===== src/rtl/nsp_pkg.sv =====
package nsp_pkg;

    // status word bit positions
    localparam int BIT_RST  = 15;
    localparam int BIT_AIR  = 14;
    localparam int BIT_ATN  = 13;
    localparam int BIT_IEN  = 12;
    localparam int BIT_PIEN = 11;
    localparam int BIT_PFLG = 9;
    localparam int BIT_IFLG = 8;
    localparam int BIT_AUX  = 5;
    localparam int BIT_BIG  = 4;

    // parity control word bit positions
    localparam int PB_ACK  = 8;
    localparam int PB_SRC  = 7;
    localparam int PB_LANE = 6;

    typedef enum logic [1:0] {
        SEL_STAT = 2'd0,
        SEL_PCTL = 2'd1,
        SEL_PADR = 2'd2,
        SEL_NONE = 2'd3
    } reg_sel_e;

    typedef struct packed {
        logic rst;
        logic air;
        logic atn;
        logic ien;
        logic pien;
        logic aux;
        logic big;
    } ctl_bits_t;

endpackage


===== src/rtl/nsp_ctl_reg.sv =====
module nsp_ctl_reg
    import nsp_pkg::*;
(
    input  logic      clk,
    input  logic      rst_n,
    input  logic      wr_stat,
    input  ctl_bits_t wbits,
    output ctl_bits_t ctl
);

    typedef struct packed {
        ctl_bits_t bits;
    } ctl_state_t;

    ctl_state_t state_d, state_q;

    always_comb begin
        state_d = state_q;
        if (wr_stat) begin
            state_d.bits = wbits;
        end
    end

    always_ff @(posedge clk) begin
        if (!rst_n) begin
            state_q <= '0;
        end else begin
            state_q <= state_d;
        end
    end

    assign ctl = state_q.bits;

endmodule


===== src/rtl/nsp_par_cap.sv =====
module nsp_par_cap #(
    parameter int HI_W = 4,
    parameter int LO_W = 16,
    localparam int AW = HI_W + LO_W
) (
    input  logic          clk,
    input  logic          rst_n,
    input  logic          ack_wr,
    input  logic          evt,
    input  logic [AW-1:0] evt_addr,
    input  logic          evt_src,
    input  logic          evt_lane,
    output logic          flag,
    output logic          cap_src,
    output logic          cap_lane,
    output logic [AW-1:0] cap_addr
);

    typedef struct packed {
        logic          flag;
        logic          src;
        logic          lane;
        logic [AW-1:0] addr;
    } cap_state_t;

    cap_state_t state_d, state_q;
    logic       take;

    always_comb begin
        state_d = state_q;
        // a fresh event is taken when nothing is held, or when the
        // held record is being released in this same cycle
        take = evt && (!state_q.flag || ack_wr);
        if (take) begin
            state_d.flag = 1'b1;
            state_d.src  = evt_src;
            state_d.lane = evt_lane;
            state_d.addr = evt_addr;
        end else if (ack_wr) begin
            state_d.flag = 1'b0;
        end
    end

    always_ff @(posedge clk) begin
        if (!rst_n) begin
            state_q <= '0;
        end else begin
            state_q <= state_d;
        end
    end

    assign flag     = state_q.flag;
    assign cap_src  = state_q.src;
    assign cap_lane = state_q.lane;
    assign cap_addr = state_q.addr;

endmodule


===== src/rtl/nsp_rd_mux.sv =====
module nsp_rd_mux
    import nsp_pkg::*;
#(
    parameter int DATA_W = 16,
    parameter int HI_W   = 4,
    parameter int LO_W   = 16,
    localparam int AW = HI_W + LO_W
) (
    input  logic [1:0]        sel,
    input  ctl_bits_t         ctl,
    input  logic              flag,
    input  logic              irq_in,
    input  logic [HI_W-1:0]   base_hi,
    input  logic              cap_src,
    input  logic              cap_lane,
    input  logic [AW-1:0]     cap_addr,
    output logic [DATA_W-1:0] rdata,
    output logic              irq
);

    always_comb begin
        rdata = '0;
        case (reg_sel_e'(sel))
            SEL_STAT: begin
                rdata[BIT_RST]    = ctl.rst;
                rdata[BIT_AIR]    = ctl.air;
                rdata[BIT_ATN]    = ctl.atn;
                rdata[BIT_IEN]    = ctl.ien;
                rdata[BIT_PIEN]   = ctl.pien;
                rdata[BIT_PFLG]   = flag;
                rdata[BIT_IFLG]   = irq_in;
                rdata[BIT_AUX]    = ctl.aux;
                rdata[BIT_BIG]    = ctl.big;
                rdata[HI_W-1:0]   = base_hi;
            end
            SEL_PCTL: begin
                rdata[PB_SRC]     = cap_src;
                rdata[PB_LANE]    = cap_lane;
                rdata[HI_W-1:0]   = cap_addr[LO_W +: HI_W];
            end
            SEL_PADR: begin
                rdata[LO_W-1:0]   = cap_addr[LO_W-1:0];
            end
            default: rdata = '0;
        endcase
    end

    always_comb begin
        irq = (ctl.ien && irq_in) || (ctl.pien && flag);
    end

endmodule


===== src/rtl/nic_stat_par_regs.sv =====
module nic_stat_par_regs
    import nsp_pkg::*;
#(
    parameter int DATA_W    = 16,
    parameter int ADDR_HI_W = 4,
    parameter int ADDR_LO_W = 16,
    localparam int AW = ADDR_HI_W + ADDR_LO_W
) (
    input  logic              clk,
    input  logic              rst_n,
    input  logic              reg_wr,
    input  logic [1:0]        reg_sel,
    input  logic [DATA_W-1:0] reg_wdata,
    output logic [DATA_W-1:0] reg_rdata,
    input  logic [ADDR_HI_W-1:0] ram_base_hi,
    input  logic              ctl_irq_in,
    input  logic              perr_evt,
    input  logic [AW-1:0]     perr_addr,
    input  logic              perr_src,
    input  logic              perr_lane,
    output logic              brd_reset,
    output logic              chan_attn,
    output logic              on_air,
    output logic              aux_bus_en,
    output logic              big_ram,
    output logic              irq
);

    logic          stat_wr;
    logic          ack_wr;
    ctl_bits_t     wbits;
    ctl_bits_t     ctl;
    logic          perr_flag;
    logic          cap_src;
    logic          cap_lane;
    logic [AW-1:0] cap_addr;
    logic          par_int_en;
    logic          unused_wbits;

    assign stat_wr = reg_wr && (reg_sel == SEL_STAT);
    assign ack_wr  = reg_wr && (reg_sel == SEL_PCTL) && reg_wdata[PB_ACK];

    assign wbits.rst  = reg_wdata[BIT_RST];
    assign wbits.air  = reg_wdata[BIT_AIR];
    assign wbits.atn  = reg_wdata[BIT_ATN];
    assign wbits.ien  = reg_wdata[BIT_IEN];
    assign wbits.pien = reg_wdata[BIT_PIEN];
    assign wbits.aux  = reg_wdata[BIT_AUX];
    assign wbits.big  = reg_wdata[BIT_BIG];

    // data bits that no register stores
    assign unused_wbits = ^{reg_wdata[10:9], reg_wdata[7:6], reg_wdata[3:0]};

    nsp_ctl_reg u_ctl (
        .clk     (clk),
        .rst_n   (rst_n),
        .wr_stat (stat_wr),
        .wbits   (wbits),
        .ctl     (ctl)
    );

    nsp_par_cap #(
        .HI_W (ADDR_HI_W),
        .LO_W (ADDR_LO_W)
    ) u_cap (
        .clk      (clk),
        .rst_n    (rst_n),
        .ack_wr   (ack_wr),
        .evt      (perr_evt),
        .evt_addr (perr_addr),
        .evt_src  (perr_src),
        .evt_lane (perr_lane),
        .flag     (perr_flag),
        .cap_src  (cap_src),
        .cap_lane (cap_lane),
        .cap_addr (cap_addr)
    );

    nsp_rd_mux #(
        .DATA_W (DATA_W),
        .HI_W   (ADDR_HI_W),
        .LO_W   (ADDR_LO_W)
    ) u_rd (
        .sel      (reg_sel),
        .ctl      (ctl),
        .flag     (perr_flag),
        .irq_in   (ctl_irq_in),
        .base_hi  (ram_base_hi),
        .cap_src  (cap_src),
        .cap_lane (cap_lane),
        .cap_addr (cap_addr),
        .rdata    (reg_rdata),
        .irq      (irq)
    );

    assign par_int_en = ctl.pien;
    assign brd_reset  = ctl.rst;
    assign chan_attn  = ctl.atn;
    assign on_air     = ctl.air;
    assign aux_bus_en = ctl.aux;
    assign big_ram    = ctl.big;

endmodule


===== config.mk =====
export PLATFORM = sky130hd
export DESIGN_NAME = nic_stat_par_regs
export DESIGN_NICKNAME = d
export VERILOG_FILES = /design/src/rtl/nsp_pkg.sv /design/src/rtl/nsp_ctl_reg.sv /design/src/rtl/nsp_par_cap.sv /design/src/rtl/nsp_rd_mux.sv /design/src/rtl/nic_stat_par_regs.sv
export SDC_FILE = /design/constraint.sdc
export NUM_CORES = 1
export LEC_CHECK = 0
export BUFFER_PORTS_ARGS = -buffer_cell sky130_fd_sc_hd__buf_2
export CAP_MARGIN = 20
export CORE_MARGIN = 1.5
export CORE_UTILIZATION = 40
export DETAILED_ROUTE_END_ITERATION = 10
export PLACE_DENSITY = 0.71
export SETUP_SLACK_MARGIN = 0.2
export SYNTH_ARGS = -nofsm -noshare
export SYNTH_HDL_FRONTEND = slang
export SYNTH_SLANG_ARGS = --single-unit

===== constraint.sdc =====
create_clock -name clk -period 2.15 [get_ports clk]
set_input_delay 0.3225 -clock clk [delete_from_list [all_inputs] [get_ports clk]]
set_output_delay 0.3225 -clock clk [all_outputs]
set_load 0.005 [all_outputs]

==> impl_results.html, run 1 <==
<table>
<tr><th>Metric</th><th>Value</th></tr>
<tr><th colspan="2">STA</th></tr>
<tr><td>Final clock skew</td><td>around 0.0045 ns</td></tr>
<tr><td>Peak Freq</td><td>588 MHz</td></tr>
<tr><td>Final-report setup violation count</td><td>0</td></tr>
<tr><td>Number of hold violations in the final report</td><td>0</td></tr>
<tr><td>Number of max-slew violations in the final report</td><td>0</td></tr>
<tr><td>Fin crit share</td><td>79.1%</td></tr>
<tr><td>Post-route minimum period</td><td>1.70 ns</td></tr>
<tr><td>Accumulated negative setup slack</td><td>0 ns</td></tr>
<tr><td>RSZ-0062 raised after global routing</td><td>false</td></tr>
<tr><td>Tightest Pin Transition</td><td>0.495 ns</td></tr>
<tr><td>Relative slew slack</td><td>between 60% and 70%</td></tr>
<tr><th colspan="2">Power</th></tr>
<tr><td>Power density over cell area</td><td>597 mW/mm^2</td></tr>
<tr><td>Maximum vdd ir drop</td><td>288 uV</td></tr>
<tr><td>Static leakage</td><td>0.884 nW</td></tr>
<tr><th colspan="2">Synth</th></tr>
<tr><td>Count of yosys warnings during synthesis</td><td>0</td></tr>
<tr><td>Syn Nets</td><td>217</td></tr>
<tr><td>Cell area after technology mapping</td><td>0.00145 sq mm</td></tr>
<tr><td>Netlist cell types</td><td>19</td></tr>
<tr><td>Number of cells produced by synthesis</td><td>164</td></tr>
<tr><td>Average size of a mapped cell</td><td>8.81 sq um</td></tr>
<tr><td>Number of flip-flops and latches in the synthesized netlist</td><td>30</td></tr>
<tr><td>Sequential share of the synthesized area</td><td>41.6%</td></tr>
<tr><th colspan="2">CTS</th></tr>
<tr><td>Clock latency at the later pin of the worst-skew pair</td><td>about 0.33 ns</td></tr>
<tr><td>CTS Buf Count</td><td>5</td></tr>
<tr><td>TritonCTS Sinks</td><td>30</td></tr>
<tr><td>Clock Tree Root</td><td>sky130_fd_sc_hd__clkbuf_4</td></tr>
<tr><td>Cts hold-fix bufs</td><td>0</td></tr>
<tr><td>Number of H-tree levels</td><td>2</td></tr>
<tr><td>Maximum clock insertion buffer count</td><td>2</td></tr>
<tr><td>Clock tree from TritonCTS</td><td>yes</td></tr>
<tr><td>Clock slew at the register clock pins of the worst setup and hold paths</td><td>roughly 0.090 ns</td></tr>
<tr><th colspan="2">Global routing</th></tr>
<tr><td>Pin count of the biggest net entering global routing</td><td>32</td></tr>
<tr><td>Number of global-route vias before repair</td><td>1161</td></tr>
<tr><td>First-pass GRT wire length</td><td>5020 um</td></tr>
<tr><td>GR Overflow Total</td><td>0</td></tr>
<tr><td>Gr usage total</td><td>15.9%</td></tr>
<tr><td>Number of antenna violations at the first check in global routing</td><td>0</td></tr>
<tr><th colspan="2">Job</th></tr>
<tr><td># Max-Cap Violations</td><td>0</td></tr>
<tr><th colspan="2">Route</th></tr>
<tr><td>Vias per std cell</td><td>4.86</td></tr>
<tr><td>Starting DRT DRC Count</td><td>slightly above 70</td></tr>
<tr><td>Remaining antenna violation count</td><td>0</td></tr>
<tr><td>WL final</td><td>about 3200 um</td></tr>
<tr><td>Number of remaining DRC errors</td><td>0</td></tr>
<tr><td>1st-pass router iterations</td><td>4</td></tr>
<tr><td>DR vias</td><td>1317</td></tr>
<tr><td>Mean routed wirelength per cell</td><td>11.7 um</td></tr>
<tr><th colspan="2">Final layout</th></tr>
<tr><td>Number of antenna repair diodes</td><td>0</td></tr>
<tr><td>Commonest cells after routing, fill and taps aside</td><td>sky130_fd_sc_hd__buf_2 (62), sky130_fd_sc_hd__nand2_1 (52), sky130_fd_sc_hd__dfxtp_1 (30), sky130_fd_sc_hd__mux2i_1 (22), sky130_fd_sc_hd__a22o_1 (10)</td></tr>
<tr><td>Ratio of cells with drive above 1 in the final layout</td><td>33.3%</td></tr>
<tr><td>Fillers</td><td>346</td></tr>
<tr><td>Area growth from synthesis to final layout</td><td>26.7%</td></tr>
<tr><td>Commonest non-fill, non-tap cell in the layout</td><td>sky130_fd_sc_hd__buf_2</td></tr>
<tr><td>Nets@finish</td><td>278</td></tr>
<tr><td>Area of all placed cells without fillers</td><td>0.00183 sq mm</td></tr>
<tr><th colspan="2">Setup path</th></tr>
<tr><td>Worst-path fanout max</td><td>16</td></tr>
<tr><td>Crit path arrival time</td><td>1.38 ns</td></tr>
<tr><td>Critical path class</td><td>in -&gt; out</td></tr>
<tr><td>Launching element type of the critical path</td><td>primary input</td></tr>
<tr><td>Crit end category</td><td>output pin</td></tr>
<tr><td>Chain of cells forming the critical path</td><td>buf_2 &gt; inv_1 &gt; ha_2 &gt; a222oi_1 &gt; nor2_1 &gt; buf_2</td></tr>
<tr><td>Largest stage delay on the critical path</td><td>0.38 ns</td></tr>
<tr><td>Cell seen most often among critical-path stages</td><td>sky130_fd_sc_hd__buf_2</td></tr>
<tr><td>Critical Path Slowest Stage Cell</td><td>sky130_fd_sc_hd__a222oi_1</td></tr>
<tr><td>Data required time at the worst endpoint</td><td>roughly 1.8 ns</td></tr>
<tr><th colspan="2">Floorplanning</th></tr>
<tr><td>Core footprint</td><td>0.00339 sq mm</td></tr>
<tr><td>Width of the die</td><td>63.1 um</td></tr>
<tr><td>Effective utilization at floorplan</td><td>42.6%</td></tr>
<tr><td>Site row count</td><td>21</td></tr>
<tr><td>Floorplan die area</td><td>~0.004 sq mm</td></tr>
<tr><td>Count of boundary I/O pins</td><td>71</td></tr>
<tr><td>Die Y-Extent</td><td>63.1 um</td></tr>
<tr><th colspan="2">Status</th></tr>
<tr><td>Result of the run</td><td>finished, final reports clean</td></tr>
<tr><th colspan="2">Place</th></tr>
<tr><td>Placement-stage cell area</td><td>about 0.0018 sq mm</td></tr>
<tr><td>Placed wire-length estimate after detailed placement</td><td>2280 um</td></tr>
<tr><td>Number of buffers added on ports</td><td>62</td></tr>
<tr><td>Global placement routability congestion</td><td>0.696</td></tr>
<tr><th colspan="2">Worst hold path</th></tr>
<tr><td>Min-delay worst type</td><td>in -&gt; reg</td></tr>
</table>
-- Yosys cell counts --
| cell | number | share of area (%) |
|---|---|---|
| sky130_fd_sc_hd__nand2_1 | 52 | 14 |
| sky130_fd_sc_hd__dfxtp_1 | 30 | 42 |
| sky130_fd_sc_hd__mux2i_1 | 22 | 15 |
| sky130_fd_sc_hd__a22o_1 | 10 | 6.1 |
| sky130_fd_sc_hd__clkbuf_1 | 10 | 2.6 |
| sky130_fd_sc_hd__a21boi_0 | 7 | 3.6 |
| sky130_fd_sc_hd__nand3_1 | 7 | 2.4 |
| sky130_fd_sc_hd__a222oi_1 | 4 | 2.8 |
| sky130_fd_sc_hd__ha_1 | 4 | 3.5 |
| sky130_fd_sc_hd__nor2_1 | 4 | 1.0 |
| sky130_fd_sc_hd__nor2b_1 | 3 | 1.3 |
| sky130_fd_sc_hd__a22oi_1 | 2 | 1.0 |
| sky130_fd_sc_hd__buf_6 | 2 | 1.6 |
| sky130_fd_sc_hd__inv_1 | 2 | 0.52 |
| sky130_fd_sc_hd__a21boi_4 | 1 | 1.3 |
| sky130_fd_sc_hd__a21oi_1 | 1 | 0.35 |
| sky130_fd_sc_hd__and2_1 | 1 | 0.43 |
| sky130_fd_sc_hd__buf_4 | 1 | 0.52 |
| sky130_fd_sc_hd__nand3_2 | 1 | 0.69 |
-- cell type report --
cell class / count / area, sq um / area share (%)
clock buffers: 7 / 45.0 / 2.46
inverters: 2 / 7.51 / 0.410
multi-input cells: 119 / 772 / 42.2
flip-flops and latches: 30 / 601 / 32.8
well taps: 46 / 57.6 / 3.14
repair buffers: 67 / 348 / 19.0
-- cell families (layout without fill, tap and decap cells) --
group / Yosys count / in the layout / share of synthesized area (%)
and+or+nand+nor: 68 / 68 / 19.4
AOI/OAI and AO/OA: 25 / 25 / 15.2
adders and majority gates: 4 / 4 / 3.46
DFF: 30 / 30 / 41.6
muxes: 22 / 22 / 15.2
buffers and inverters: 15 / 76 / 5.20
-- layer usage --
layer,part of all wire [%],global-route usage (%)
met5,0,0
met4,1.6,6.67
met3,7.0,5.00
met2,43,24.2
met1,48,20.8
-- worst paths after layout --
path	from	end	slack, ns	cells after the start
worst min register to register	u_cap.cap_addr[10]	u_cap.cap_addr[10]	0.46	2
worst max register to register	u_cap.flag	u_cap.cap_addr[12]	1.11	3
worst max-delay path	reg_sel[0]	reg_rdata[2]	0.45	6
worst min-delay path	perr_addr[4]	u_cap.cap_addr[4]	0.23	3
-- state kept, by name (all words and copies together), names as in the netlist --
name,cells
u_cap.cap_addr,20
u_cap.cap_src,1
u_cap.cap_lane,1
u_ctl.ctl,7
u_cap.flag,1
-- critical path: cells and delay by family --
kind / cells / cell delay (ns)
AOI/OAI and AO/OA: 1 / 0.38
buffers and inverters: 3 / 0.30
adders and majority gates: 1 / 0.29
and+or+nand+nor: 1 / 0.08
-- report_power, final --
group          switching, mW  internal, mW  leakage (nW)
sequential            0.0184         0.588         0.246
combinational         0.0893        0.0924         0.613
clock                  0.181         0.123        0.0254
-- timing repair --
action,in CTS,in global routing
resized for setup,0,1
buffers inserted,0,0
setup endpoints to repair,0,3
-- stage by stage --
stage	power (mW)	util (%)	hold slack (ns)	setup slack (ns)	std cells
3_3_place_gp	0.800	52.6	0.440	0.308	264
4_1_cts	1.10	53.9	0.222	0.301	271
2_1_floorplan	0.729	-	0.430	0.644	164
3_5_place_dp	0.802	52.6	0.447	0.311	264
6_report	1.09	54.0	0.227	0.450	271
5_1_grt	1.16	54.0	0.221	0.351	271
(Power assumes the default switching activity.)
==> run 2: changes to the inputs <==
--- a/config.mk
+++ b/config.mk
@@ -5,12 +5,13 @@
 export SDC_FILE = /design/constraint.sdc
 export NUM_CORES = 1
 export LEC_CHECK = 0
+export ABC_AREA = 1
 export BUFFER_PORTS_ARGS = -buffer_cell sky130_fd_sc_hd__buf_2
 export CAP_MARGIN = 20
 export CORE_MARGIN = 1.5
 export CORE_UTILIZATION = 40
 export DETAILED_ROUTE_END_ITERATION = 10
-export PLACE_DENSITY = 0.71
+export PLACE_DENSITY = 0.69
 export SETUP_SLACK_MARGIN = 0.2
 export SYNTH_ARGS = -nofsm -noshare
 export SYNTH_HDL_FRONTEND = slang
==> constraint.sdc (replaced) <==
create_clock -name clk -period 1.7 [get_ports clk]
set_input_delay 0.255 -clock clk [delete_from_list [all_inputs] [get_ports clk]]
set_output_delay 0.255 -clock clk [all_outputs]
set_load 0.005 [all_outputs]
==> impl_results.html, run 2 <==
<table>
<tr><th>Metric</th><th>Value</th></tr>
<tr><th colspan="2">Floorplanning</th></tr>
<tr><td>Core footprint</td><td>0.00377 sq mm (was 0.00339 sq mm)</td></tr>
<tr><td>Width of the die</td><td>66.5 um (was 63.1 um)</td></tr>
<tr><td>Effective utilization at floorplan</td><td>42.7% (was 42.6%)</td></tr>
<tr><td>Count of boundary I/O pins</td><td>71 (unchanged)</td></tr>
<tr><td>Site row count</td><td>22 (was 21)</td></tr>
<tr><td>Floorplan die area</td><td>0.00442 sq mm (was 0.00398 sq mm)</td></tr>
<tr><td>Die Y-Extent</td><td>66.5 um (was 63.1 um)</td></tr>
<tr><th colspan="2">Job</th></tr>
<tr><td># Max-Cap Violations</td><td>0 (unchanged)</td></tr>
<tr><th colspan="2">Route</th></tr>
<tr><td>Remaining antenna violation count</td><td>0 (unchanged)</td></tr>
<tr><td>Vias per std cell</td><td>4.71 (was 4.86)</td></tr>
<tr><td>WL final</td><td>3740 um (was 3160 um)</td></tr>
<tr><td>DR vias</td><td>1639 (was 1317)</td></tr>
<tr><td>Starting DRT DRC Count</td><td>77 (was 71)</td></tr>
<tr><td>Number of remaining DRC errors</td><td>0 (unchanged)</td></tr>
<tr><td>1st-pass router iterations</td><td>4 (unchanged)</td></tr>
<tr><td>Mean routed wirelength per cell</td><td>10.7 um (was 11.7 um)</td></tr>
<tr><th colspan="2">CTS</th></tr>
<tr><td>Clock Tree Root</td><td>sky130_fd_sc_hd__clkbuf_8 (was sky130_fd_sc_hd__clkbuf_4)</td></tr>
<tr><td>Cts hold-fix bufs</td><td>0 (unchanged)</td></tr>
<tr><td>Number of buffers added for setup after CTS</td><td>0 (unchanged)</td></tr>
<tr><td>Number of H-tree levels</td><td>2 (unchanged)</td></tr>
<tr><td>Clock slew at the register clock pins of the worst setup and hold paths</td><td>0.06 ns (was 0.09 ns)</td></tr>
<tr><td>Count of instances resized after the clock tree is built</td><td>0 (unchanged)</td></tr>
<tr><td>Clock tree from TritonCTS</td><td>yes (unchanged)</td></tr>
<tr><td>Maximum clock insertion buffer count</td><td>2 (unchanged)</td></tr>
<tr><td>Clock latency at the later pin of the worst-skew pair</td><td>0.27 ns (was 0.33 ns)</td></tr>
<tr><td>CTS Buf Count</td><td>5 (unchanged)</td></tr>
<tr><td>TritonCTS Sinks</td><td>30 (unchanged)</td></tr>
<tr><th colspan="2">STA</th></tr>
<tr><td>Number of hold violations in the final report</td><td>0 (unchanged)</td></tr>
<tr><td>Number of max-slew violations in the final report</td><td>0 (unchanged)</td></tr>
<tr><td>Peak Freq</td><td>693 MHz</td></tr>
<tr><td>Final Worst Setup Slack</td><td>0.258 ns (was 0.450 ns)</td></tr>
<tr><td>Final hold slack</td><td>0.230 ns (was 0.227 ns)</td></tr>
<tr><td>Tightest Pin Transition</td><td>0.531 ns (was 0.495 ns)</td></tr>
<tr><td>Final-report setup violation count</td><td>0 (unchanged)</td></tr>
<tr><td>Relative slew slack</td><td>64.6% (was 67.0%)</td></tr>
<tr><td>Accumulated negative setup slack</td><td>0 ns (unchanged)</td></tr>
<tr><td>RSZ-0062 raised after global routing</td><td>false (unchanged)</td></tr>
<tr><td>Post-route minimum period</td><td>between 1 and 1.5 ns</td></tr>
<tr><td>Fin crit share</td><td>84.9%</td></tr>
<tr><td>Final clock skew</td><td>0.00583 ns (was 0.00448 ns)</td></tr>
<tr><th colspan="2">Worst hold path</th></tr>
<tr><td>Min-delay worst type</td><td>in -&gt; reg (unchanged)</td></tr>
<tr><td>Hold path startpoint</td><td>reg_wdata[5] (was perr_addr[4])</td></tr>
<tr><td>End point of the most critical hold path</td><td>u_ctl.ctl[1] (was u_cap.cap_addr[4])</td></tr>
<tr><td>Cell depth of the worst min-delay path</td><td>3 (unchanged)</td></tr>
<tr><th colspan="2">Synth</th></tr>
<tr><td>Average size of a mapped cell</td><td>6.74 sq um (was 8.81 sq um)</td></tr>
<tr><td>Netlist cell types</td><td>18 (was 19)</td></tr>
<tr><td>Number of cells produced by synthesis</td><td>239 (was 164)</td></tr>
<tr><td>Count of yosys warnings during synthesis</td><td>0 (unchanged)</td></tr>
<tr><td>Leading post-synthesis cells by cell area</td><td>sky130_fd_sc_hd__dfxtp_1 (37%), sky130_fd_sc_hd__nand2_1 (11%), sky130_fd_sc_hd__inv_1 (8.9%) (was sky130_fd_sc_hd__dfxtp_1 (42%), sky130_fd_sc_hd__mux2i_1 (15%), sky130_fd_sc_hd__nand2_1 (14%))</td></tr>
<tr><td>Count of flip-flops with a built-in enable after synthesis</td><td>0 (unchanged)</td></tr>
<tr><td>Syn Nets</td><td>292 (was 217)</td></tr>
<tr><td>Number of flip-flops and latches in the synthesized netlist</td><td>30 (unchanged)</td></tr>
<tr><td>Top-area cell type share of the netlist area</td><td>37.3% (was 41.6%)</td></tr>
<tr><td>Async set or reset register ratio after synthesis</td><td>0% (unchanged)</td></tr>
<tr><td>Most used standard cell by instance count after synthesis</td><td>sky130_fd_sc_hd__nand2_1 (unchanged)</td></tr>
<tr><td>Top post-synthesis cells by count</td><td>sky130_fd_sc_hd__nand2_1 (48), sky130_fd_sc_hd__inv_1 (38), sky130_fd_sc_hd__nor2_1 (32), sky130_fd_sc_hd__dfxtp_1 (30) (was sky130_fd_sc_hd__nand2_1 (52), sky130_fd_sc_hd__dfxtp_1 (30), sky130_fd_sc_hd__mux2i_1 (22), sky130_fd_sc_hd__a22o_1 (10), sky130_fd_sc_hd__clkbuf_1 (10))</td></tr>
<tr><td>Cell type contributing the most total cell area after synthesis</td><td>sky130_fd_sc_hd__dfxtp_1 (unchanged)</td></tr>
<tr><td>Sequential share of the synthesized area</td><td>37.3% (was 41.6%)</td></tr>
<tr><td>Cell area after technology mapping</td><td>0.00161 sq mm (was 0.00145 sq mm)</td></tr>
<tr><td>Most common flop cell mapped by yosys</td><td>sky130_fd_sc_hd__dfxtp_1 (unchanged)</td></tr>
<tr><th colspan="2">Setup path</th></tr>
<tr><td>Chain of cells forming the critical path</td><td>buf_2 &gt; inv_1 &gt; ha_1 &gt; buf_4 &gt; nand2_1 &gt; a21oi_1 &gt; buf_2 (was buf_2 &gt; inv_1 &gt; ha_2 &gt; a222oi_1 &gt; nor2_1 &gt; buf_2)</td></tr>
<tr><td>Data required time at the worst endpoint</td><td>1.44 ns (was 1.83 ns)</td></tr>
<tr><td>Crit end category</td><td>output pin (unchanged)</td></tr>
<tr><td>Origin of the critical flop-to-flop path</td><td>u_cap.flag (unchanged)</td></tr>
<tr><td>Dominant delay contributor by cell family on the critical path</td><td>buffers and inverters (was compound AO/OA/AOI/OAI gates)</td></tr>
<tr><td>Largest stage delay on the critical path</td><td>0.20 ns (was 0.38 ns)</td></tr>
<tr><td>Worst-path fanout max</td><td>6 (was 16)</td></tr>
<tr><td>Critical path class</td><td>in -&gt; out (unchanged)</td></tr>
<tr><td>Crit path arrival time</td><td>1.19 ns (was 1.38 ns)</td></tr>
<tr><td>Reg2reg path depth</td><td>4 (was 3)</td></tr>
<tr><td>Launching element type of the critical path</td><td>primary input (unchanged)</td></tr>
<tr><td>End of the worst register-to-register path</td><td>u_cap.cap_addr[3] (was u_cap.cap_addr[12])</td></tr>
<tr><td>Cell seen most often among critical-path stages</td><td>sky130_fd_sc_hd__buf_2 (unchanged)</td></tr>
<tr><td>Critical Path Slowest Stage Cell</td><td>sky130_fd_sc_hd__ha_1 (was sky130_fd_sc_hd__a222oi_1)</td></tr>
<tr><td>Reg-to-reg setup timing slack</td><td>0.63 ns (was 1.11 ns)</td></tr>
<tr><td>Worst path bufs/invs</td><td>4 (was 3)</td></tr>
<tr><th colspan="2">Final layout</th></tr>
<tr><td>Area of all placed cells without fillers</td><td>0.00203 sq mm (was 0.00183 sq mm)</td></tr>
<tr><td>Area growth from synthesis to final layout</td><td>25.8% (was 26.7%)</td></tr>
<tr><td>Number of antenna repair diodes</td><td>0 (unchanged)</td></tr>
<tr><td>Max FFs per register</td><td>20 (unchanged)</td></tr>
<tr><td>Commonest cells after routing, fill and taps aside</td><td>sky130_fd_sc_hd__buf_2 (62), sky130_fd_sc_hd__nand2_1 (48), sky130_fd_sc_hd__inv_1 (37), sky130_fd_sc_hd__nor2_1 (32), sky130_fd_sc_hd__dfxtp_1 (30) (was sky130_fd_sc_hd__buf_2 (62), sky130_fd_sc_hd__nand2_1 (52), sky130_fd_sc_hd__dfxtp_1 (30), sky130_fd_sc_hd__mux2i_1 (22), sky130_fd_sc_hd__a22o_1 (10))</td></tr>
<tr><td>Ratio of cells with drive above 1 in the final layout</td><td>27.0% (was 33.3%)</td></tr>
<tr><td>Commonest non-fill, non-tap cell in the layout</td><td>sky130_fd_sc_hd__buf_2 (unchanged)</td></tr>
<tr><td>Nets@finish</td><td>352 (was 278)</td></tr>
<tr><td>Fillers</td><td>403 (was 346)</td></tr>
<tr><th colspan="2">Place</th></tr>
<tr><td>Placement-stage cell area</td><td>0.00192 sq mm (was 0.00178 sq mm)</td></tr>
<tr><td>Placement-stage worst setup slack</td><td>0.212 ns (was 0.311 ns)</td></tr>
<tr><td>Global placement routability congestion</td><td>0.741 (was 0.696)</td></tr>
<tr><td>Placed wire-length estimate after detailed placement</td><td>2690 um (was 2280 um)</td></tr>
<tr><td>Number of buffers added on ports</td><td>62 (unchanged)</td></tr>
<tr><th colspan="2">Global routing</th></tr>
<tr><td>Number of antenna violations at the first check in global routing</td><td>0 (unchanged)</td></tr>
<tr><td>Number of global-route vias before repair</td><td>1458 (was 1161)</td></tr>
<tr><td>GR Overflow Total</td><td>0 (unchanged)</td></tr>
<tr><td>Gr usage total</td><td>17.8% (was 15.9%)</td></tr>
<tr><td>First-pass GRT wire length</td><td>6140 um (was 5020 um)</td></tr>
<tr><td>Pin count of the biggest net entering global routing</td><td>46 (was 32)</td></tr>
<tr><th colspan="2">Power</th></tr>
<tr><td>Clk pwr share</td><td>35.2% (was 27.8%)</td></tr>
<tr><td>Static leakage</td><td>1.13 nW (was 0.884 nW)</td></tr>
<tr><td>Switch Pwr</td><td>458 uW (was 289 uW)</td></tr>
<tr><td>Proportion of power drawn by flip-flops and latches</td><td>46.8% (was 55.5%)</td></tr>
<tr><td>Power density over cell area</td><td>827 mW/mm^2 (was 597 mW/mm^2)</td></tr>
<tr><td>Maximum vdd ir drop</td><td>781 uV (was 288 uV)</td></tr>
<tr><td>Power share of the combinational group</td><td>18.0% (was 16.6%)</td></tr>
<tr><td>Cell Int Power</td><td>1.22 mW (was 803 uW)</td></tr>
<tr><td>Post-route total power</td><td>1.67 mW (was 1.09 mW)</td></tr>
<tr><td>Net switching share of the total power</td><td>27.3% (was 26.4%)</td></tr>
<tr><th colspan="2">Status</th></tr>
<tr><td>Result of the run</td><td>finished, final reports clean (unchanged)</td></tr>
</table>
## run 2: changes by cell type after synthesis, sizes merged, moves of 6 or more
| cell | delta |
|---|---|
| o21ai | +11 |
| clkbuf | -6 |
| mux2i | -22 |
| nand3 | +19 |
| inv | +36 |
| a21oi | +25 |
| nor2 | +28 |
| a21boi | -7 |
| buf | +8 |
## run 2: layer usage
metal / global-route usage, % / vias up / share of wire (%)
met3: 4.05 / 5 / 4.5
met2: 29.6 / 35 / 45
met4: 4.59 / 0 / 0.96
li1: - / 865 / -
met5: 0 / - / 0
met1: 23.1 / 734 / 49
## run 2: worst max-delay path by stage
stage	from	endpoint	slack, ns	depth (start not counted)
3_3_place_gp	reg_sel[0]	reg_rdata[9]	0.22	7
4_1_cts	reg_sel[0]	reg_rdata[9]	0.21	7
5_1_grt	reg_sel[1]	reg_rdata[7]	0.20	7
3_5_place_dp	reg_sel[0]	reg_rdata[9]	0.21	7
2_1_floorplan	reg_sel[0]	reg_rdata[6]	0.37	6
6_report	reg_sel[1]	reg_rdata[7]	0.26	7
## run 2: power groups by stage
stage                     sequential, mW  combinational, mW  clock (mW)
after CTS                          0.783              0.301       0.600
after floorplan                    0.793              0.207           0
after detailed placement           0.798              0.301           0
after global placement             0.797              0.297           0
final                              0.783              0.302       0.590
after global routing               0.789              0.348       0.633
## run 2: metrics by stage
step                cells  utilization [%]
floorplan             239                -
global placement      340             50.8
detailed placement    340             50.8
CTS                   348             53.3
global route          348             53.7
finish                348             53.7
## run 2: worst min-delay path, stage by stage
cell and delay (ns):
sky130_fd_sc_hd__buf_2 0.07, sky130_fd_sc_hd__o21ai_0 0.07, sky130_fd_sc_hd__nor2_1 0.07
## run 2: cells by family (layout without fill, tap and decap cells)
kind of cell	after synthesis	count (layout)	share of synthesized area, %
AO/OA/AOI/OAI	44	44	15.1
adder cells (fa/ha/maj)	4	4	3.11
buffers and inverters	53	114	16.5
flip-flops	30	30	37.3
AND/OR/NAND/NOR	108	108	28.0
## run 2: layout make-up
| class | count | area (sq um) | area share [%] |
|---|---|---|---|
| Clock inverter | 2 | 12.5 | 0.618 |
| Sequential cell | 30 | 601 | 29.6 |
| Clock buffer | 6 | 82.6 | 4.08 |
| Timing Repair Buffer | 68 | 368 | 18.2 |
| Tap cell | 48 | 60.1 | 2.96 |
| Inverter | 38 | 143 | 7.04 |
| Multi-Input combinational cell | 156 | 759 | 37.5 |
==> run 3: changes to the inputs <==
--- a/config.mk
+++ b/config.mk
@@ -5,13 +5,13 @@
 export SDC_FILE = /design/constraint.sdc
 export NUM_CORES = 1
 export LEC_CHECK = 0
-export ABC_AREA = 1
+export ABC_AREA = 0
 export BUFFER_PORTS_ARGS = -buffer_cell sky130_fd_sc_hd__buf_2
 export CAP_MARGIN = 20
 export CORE_MARGIN = 1.5
 export CORE_UTILIZATION = 40
 export DETAILED_ROUTE_END_ITERATION = 10
-export PLACE_DENSITY = 0.69
+export PLACE_DENSITY = 0.74
 export SETUP_SLACK_MARGIN = 0.2
 export SYNTH_ARGS = -nofsm -noshare
 export SYNTH_HDL_FRONTEND = slang
==> constraint.sdc (replaced) <==
create_clock -name clk -period 1.3 [get_ports clk]
set_input_delay 0.195 -clock clk [delete_from_list [all_inputs] [get_ports clk]]
set_output_delay 0.195 -clock clk [all_outputs]
set_load 0.005 [all_outputs]
==> impl_results.html, run 3 (same netlist as run 1, synthesis figures left out) <==
<table>
<tr><th>Metric</th><th>Value</th></tr>
<tr><th colspan="2">Power</th></tr>
<tr><td>Clk pwr share</td><td>27.9% (was 35.2%)</td></tr>
<tr><td>Maximum vdd ir drop</td><td>717 uV (was 781 uV)</td></tr>
<tr><td>Proportion of power drawn by flip-flops and latches</td><td>52.1% (was 46.8%)</td></tr>
<tr><td>Power share of the combinational group</td><td>20.0% (was 18.0%)</td></tr>
<tr><td>Net switching share of the total power</td><td>25.9% (was 27.3%)</td></tr>
<tr><td>Static leakage</td><td>0.970 nW (was 1.13 nW)</td></tr>
<tr><td>Switch Pwr</td><td>501 uW (was 458 uW)</td></tr>
<tr><td>Cell Int Power</td><td>1.43 mW (was 1.22 mW)</td></tr>
<tr><td>Power density over cell area</td><td>929 mW/mm^2 (was 827 mW/mm^2)</td></tr>
<tr><th colspan="2">Worst hold path</th></tr>
<tr><td>Min-delay worst type</td><td>in -&gt; reg (unchanged)</td></tr>
<tr><td>Hold path startpoint</td><td>perr_addr[0] (was reg_wdata[5])</td></tr>
<tr><td>End point of the most critical hold path</td><td>u_cap.cap_addr[0] (was u_ctl.ctl[1])</td></tr>
<tr><td>Cell depth of the worst min-delay path</td><td>3 (unchanged)</td></tr>
<tr><th colspan="2">Final layout</th></tr>
<tr><td>Nets@finish</td><td>286 (was 352)</td></tr>
<tr><td>Final standard cell count with taps included and fillers excluded</td><td>278 (was 348)</td></tr>
<tr><td>Commonest cells after routing, fill and taps aside</td><td>sky130_fd_sc_hd__buf_2 (59), sky130_fd_sc_hd__nand2_1 (52), sky130_fd_sc_hd__mux2i_1 (22), sky130_fd_sc_hd__dfxtp_1 (17), sky130_fd_sc_hd__dfxtp_2 (12) (was sky130_fd_sc_hd__buf_2 (62), sky130_fd_sc_hd__nand2_1 (48), sky130_fd_sc_hd__inv_1 (37), sky130_fd_sc_hd__nor2_1 (32), sky130_fd_sc_hd__dfxtp_1 (30))</td></tr>
<tr><td>Ratio of cells with drive above 1 in the final layout</td><td>44.8% (was 27.0%)</td></tr>
<tr><td>Area growth from synthesis to final layout</td><td>44.2% (was 25.8%)</td></tr>
<tr><td>Max FFs per register</td><td>20 (unchanged)</td></tr>
<tr><td>Fillers</td><td>305 (was 403)</td></tr>
<tr><td>Number of antenna repair diodes</td><td>0 (unchanged)</td></tr>
<tr><td>Commonest non-fill, non-tap cell in the layout</td><td>sky130_fd_sc_hd__buf_2 (unchanged)</td></tr>
<tr><th colspan="2">Global routing</th></tr>
<tr><td>First-pass GRT wire length</td><td>5240 um (was 6140 um)</td></tr>
<tr><td>Gr usage total</td><td>16.9% (was 17.8%)</td></tr>
<tr><td>Pin count of the biggest net entering global routing</td><td>53 (was 46)</td></tr>
<tr><td>GR Overflow Total</td><td>0 (unchanged)</td></tr>
<tr><td>Number of global-route vias before repair</td><td>1220 (was 1458)</td></tr>
<tr><td>Number of antenna violations at the first check in global routing</td><td>0 (unchanged)</td></tr>
<tr><th colspan="2">Place</th></tr>
<tr><td>Placement-stage worst setup slack</td><td>-0.111 ns (was 0.212 ns)</td></tr>
<tr><td>Number of instances in the placed design</td><td>267 (was 340)</td></tr>
<tr><td>Global placement routability congestion</td><td>0.721 (was 0.741)</td></tr>
<tr><td>Number of buffers added on ports</td><td>62 (unchanged)</td></tr>
<tr><td>Placed wire-length estimate after detailed placement</td><td>2430 um (was 2690 um)</td></tr>
<tr><th colspan="2">STA</th></tr>
<tr><td>Fin crit share</td><td>106%</td></tr>
<tr><td>Final-report setup violation count</td><td>4 (was 0)</td></tr>
<tr><td>Number of max-slew violations in the final report</td><td>0 (unchanged)</td></tr>
<tr><td>Final hold slack</td><td>0.0952 ns (was 0.230 ns)</td></tr>
<tr><td>Relative slew slack</td><td>79.3% (was 64.6%)</td></tr>
<tr><td>Post-route minimum period</td><td>between 1 and 1.5 ns</td></tr>
<tr><td>Final clock skew</td><td>0.00276 ns (was 0.00583 ns)</td></tr>
<tr><td>Number of hold violations in the final report</td><td>0 (unchanged)</td></tr>
<tr><td>Final Worst Setup Slack</td><td>-0.0812 ns (was 0.258 ns)</td></tr>
<tr><td>RSZ-0062 raised after global routing</td><td>true (was false)</td></tr>
<tr><td>Tightest Pin Transition</td><td>0.311 ns (was 0.531 ns)</td></tr>
<tr><td>Peak Freq</td><td>724 MHz</td></tr>
<tr><th colspan="2">CTS</th></tr>
<tr><td>Clock latency at the later pin of the worst-skew pair</td><td>0.33 ns (was 0.27 ns)</td></tr>
<tr><td>Clock slew at the register clock pins of the worst setup and hold paths</td><td>0.09 ns (was 0.06 ns)</td></tr>
<tr><td>Number of H-tree levels</td><td>2 (unchanged)</td></tr>
<tr><td>Clock Tree Root</td><td>sky130_fd_sc_hd__clkbuf_4 (was sky130_fd_sc_hd__clkbuf_8)</td></tr>
<tr><td>Clock tree from TritonCTS</td><td>yes (unchanged)</td></tr>
<tr><td>CTS Buf Count</td><td>5 (unchanged)</td></tr>
<tr><td>Maximum clock insertion buffer count</td><td>2 (unchanged)</td></tr>
<tr><td>TritonCTS Sinks</td><td>30 (unchanged)</td></tr>
<tr><th colspan="2">Floorplanning</th></tr>
<tr><td>Floorplan die area</td><td>0.00398 sq mm (was 0.00442 sq mm)</td></tr>
<tr><td>Site row count</td><td>21 (was 22)</td></tr>
<tr><td>Core footprint</td><td>0.00339 sq mm (was 0.00377 sq mm)</td></tr>
<tr><td>Count of boundary I/O pins</td><td>71 (unchanged)</td></tr>
<tr><td>Width of the die</td><td>63.1 um (was 66.5 um)</td></tr>
<tr><td>Die Y-Extent</td><td>63.1 um (was 66.5 um)</td></tr>
<tr><td>Effective utilization at floorplan</td><td>42.6% (was 42.7%)</td></tr>
<tr><th colspan="2">Status</th></tr>
<tr><td>Result of the run</td><td>finished, violations left (was finished, final reports clean)</td></tr>
<tr><td>Failing checks</td><td>setup timing</td></tr>
<tr><th colspan="2">Route</th></tr>
<tr><td>DR vias</td><td>1389 (was 1639)</td></tr>
<tr><td>1st-pass router iterations</td><td>5 (was 4)</td></tr>
<tr><td>Mean routed wirelength per cell</td><td>12.1 um (was 10.7 um)</td></tr>
<tr><td>Vias per std cell</td><td>5.00 (was 4.71)</td></tr>
<tr><td>Remaining antenna violation count</td><td>0 (unchanged)</td></tr>
<tr><td>WL final</td><td>3370 um (was 3740 um)</td></tr>
<tr><td>Starting DRT DRC Count</td><td>69 (was 77)</td></tr>
<tr><td>Number of remaining DRC errors</td><td>0 (unchanged)</td></tr>
<tr><th colspan="2">Setup path</th></tr>
<tr><td>Crit end category</td><td>output pin (unchanged)</td></tr>
<tr><td>Critical path class</td><td>reg -&gt; out (was in -&gt; out)</td></tr>
<tr><td>End of the worst register-to-register path</td><td>u_cap.cap_src (was u_cap.cap_addr[3])</td></tr>
<tr><td>Data required time at the worst endpoint</td><td>1.11 ns (was 1.44 ns)</td></tr>
<tr><td>Launching element type of the critical path</td><td>flip-flop (was primary input)</td></tr>
<tr><td>Reg-to-reg setup timing slack</td><td>0.19 ns (was 0.63 ns)</td></tr>
<tr><td>Worst-path fanout max</td><td>2 (was 6)</td></tr>
<tr><td>Crit path arrival time</td><td>1.19 ns (about the same)</td></tr>
<tr><td>Reg2reg path depth</td><td>4 (unchanged)</td></tr>
<tr><td>Origin of the critical flop-to-flop path</td><td>u_cap.flag (unchanged)</td></tr>
<tr><th colspan="2">Job</th></tr>
<tr><td># Max-Cap Violations</td><td>0 (unchanged)</td></tr>
</table>
[run 3: how the worst max path moves through the flow]
stage                      startpoint                 end  slack, ns  cells past startpoint
floorplan                  reg_sel[1]  u_cap.cap_addr[10]       0.20                      6
global placement           reg_sel[1]        u_ctl.ctl[2]      -0.08                      6
detailed placement         reg_sel[1]        u_ctl.ctl[1]      -0.11                      6
CTS                 u_cap.cap_addr[2]        reg_rdata[2]       -0.1                      3
global route        u_cap.cap_addr[3]        reg_rdata[3]      -0.15                      3
finish              u_cap.cap_addr[2]        reg_rdata[2]      -0.08                      3
[run 3: critical path: stages (launching register included)]
cell,delay (ns)
sky130_fd_sc_hd__dfxtp_2,0.33
sky130_fd_sc_hd__a222oi_1,0.34
sky130_fd_sc_hd__nor2_1,0.06
sky130_fd_sc_hd__buf_2,0.13
[run 3: power groups by stage]
| stage | clock network (mW) | logic [mW] | registers (mW) |
|---|---|---|---|
| 6_report | 0.541 | 0.387 | 1.01 |
| 5_1_grt | 0.604 | 0.423 | 1.02 |
| 4_1_cts | 0.558 | 0.353 | 1.01 |
| 3_5_place_dp | 0 | 0.334 | 1.03 |
| 3_3_place_gp | 0 | 0.329 | 1.03 |
| 2_1_floorplan | 0 | 0.205 | 1.02 |
[run 3: repair_timing]
action / 4_1_cts / 5_1_grt
pin swaps: 8 / 5
cloned: 0 / 1
resized for setup: 14 / 20
setup endpoints to repair: 17 / 39
buffers inserted: 1 / 3
hold buffers: 0 / 0
[run 3: final cells by class]
cell class                 count  area [sq um]  share of cell area, %
multi-input combinational    119           827                   39.7
sequential                    30           619                   29.7
tap                           46          57.6                   2.76
clock buffer                   6          51.3                   2.46
timing repair buffer          75           509                   24.4
inverter                       2          20.0                  0.960
[run 3: through the flow]
stage	instance area, sq um	util (%)	total power, mW	setup TNS, ns
6_report	2080	61.5	1.94	-0.299
5_1_grt	2080	61.5	2.04	-0.548
4_1_cts	1960	57.9	1.92	-0.331
3_5_place_dp	1860	54.9	1.36	-1.45
3_3_place_gp	1860	54.9	1.35	-0.878
2_1_floorplan	1510	-	1.22	0
[run 3: per-layer routing]
metal,vias up,part of all wire (%),track usage [%]
met5,-,0,0
met1,621,44,21.1
li1,699,-,-
met2,63,45,26.2
met4,0,1.7,8.06
met3,6,9.3,5.71
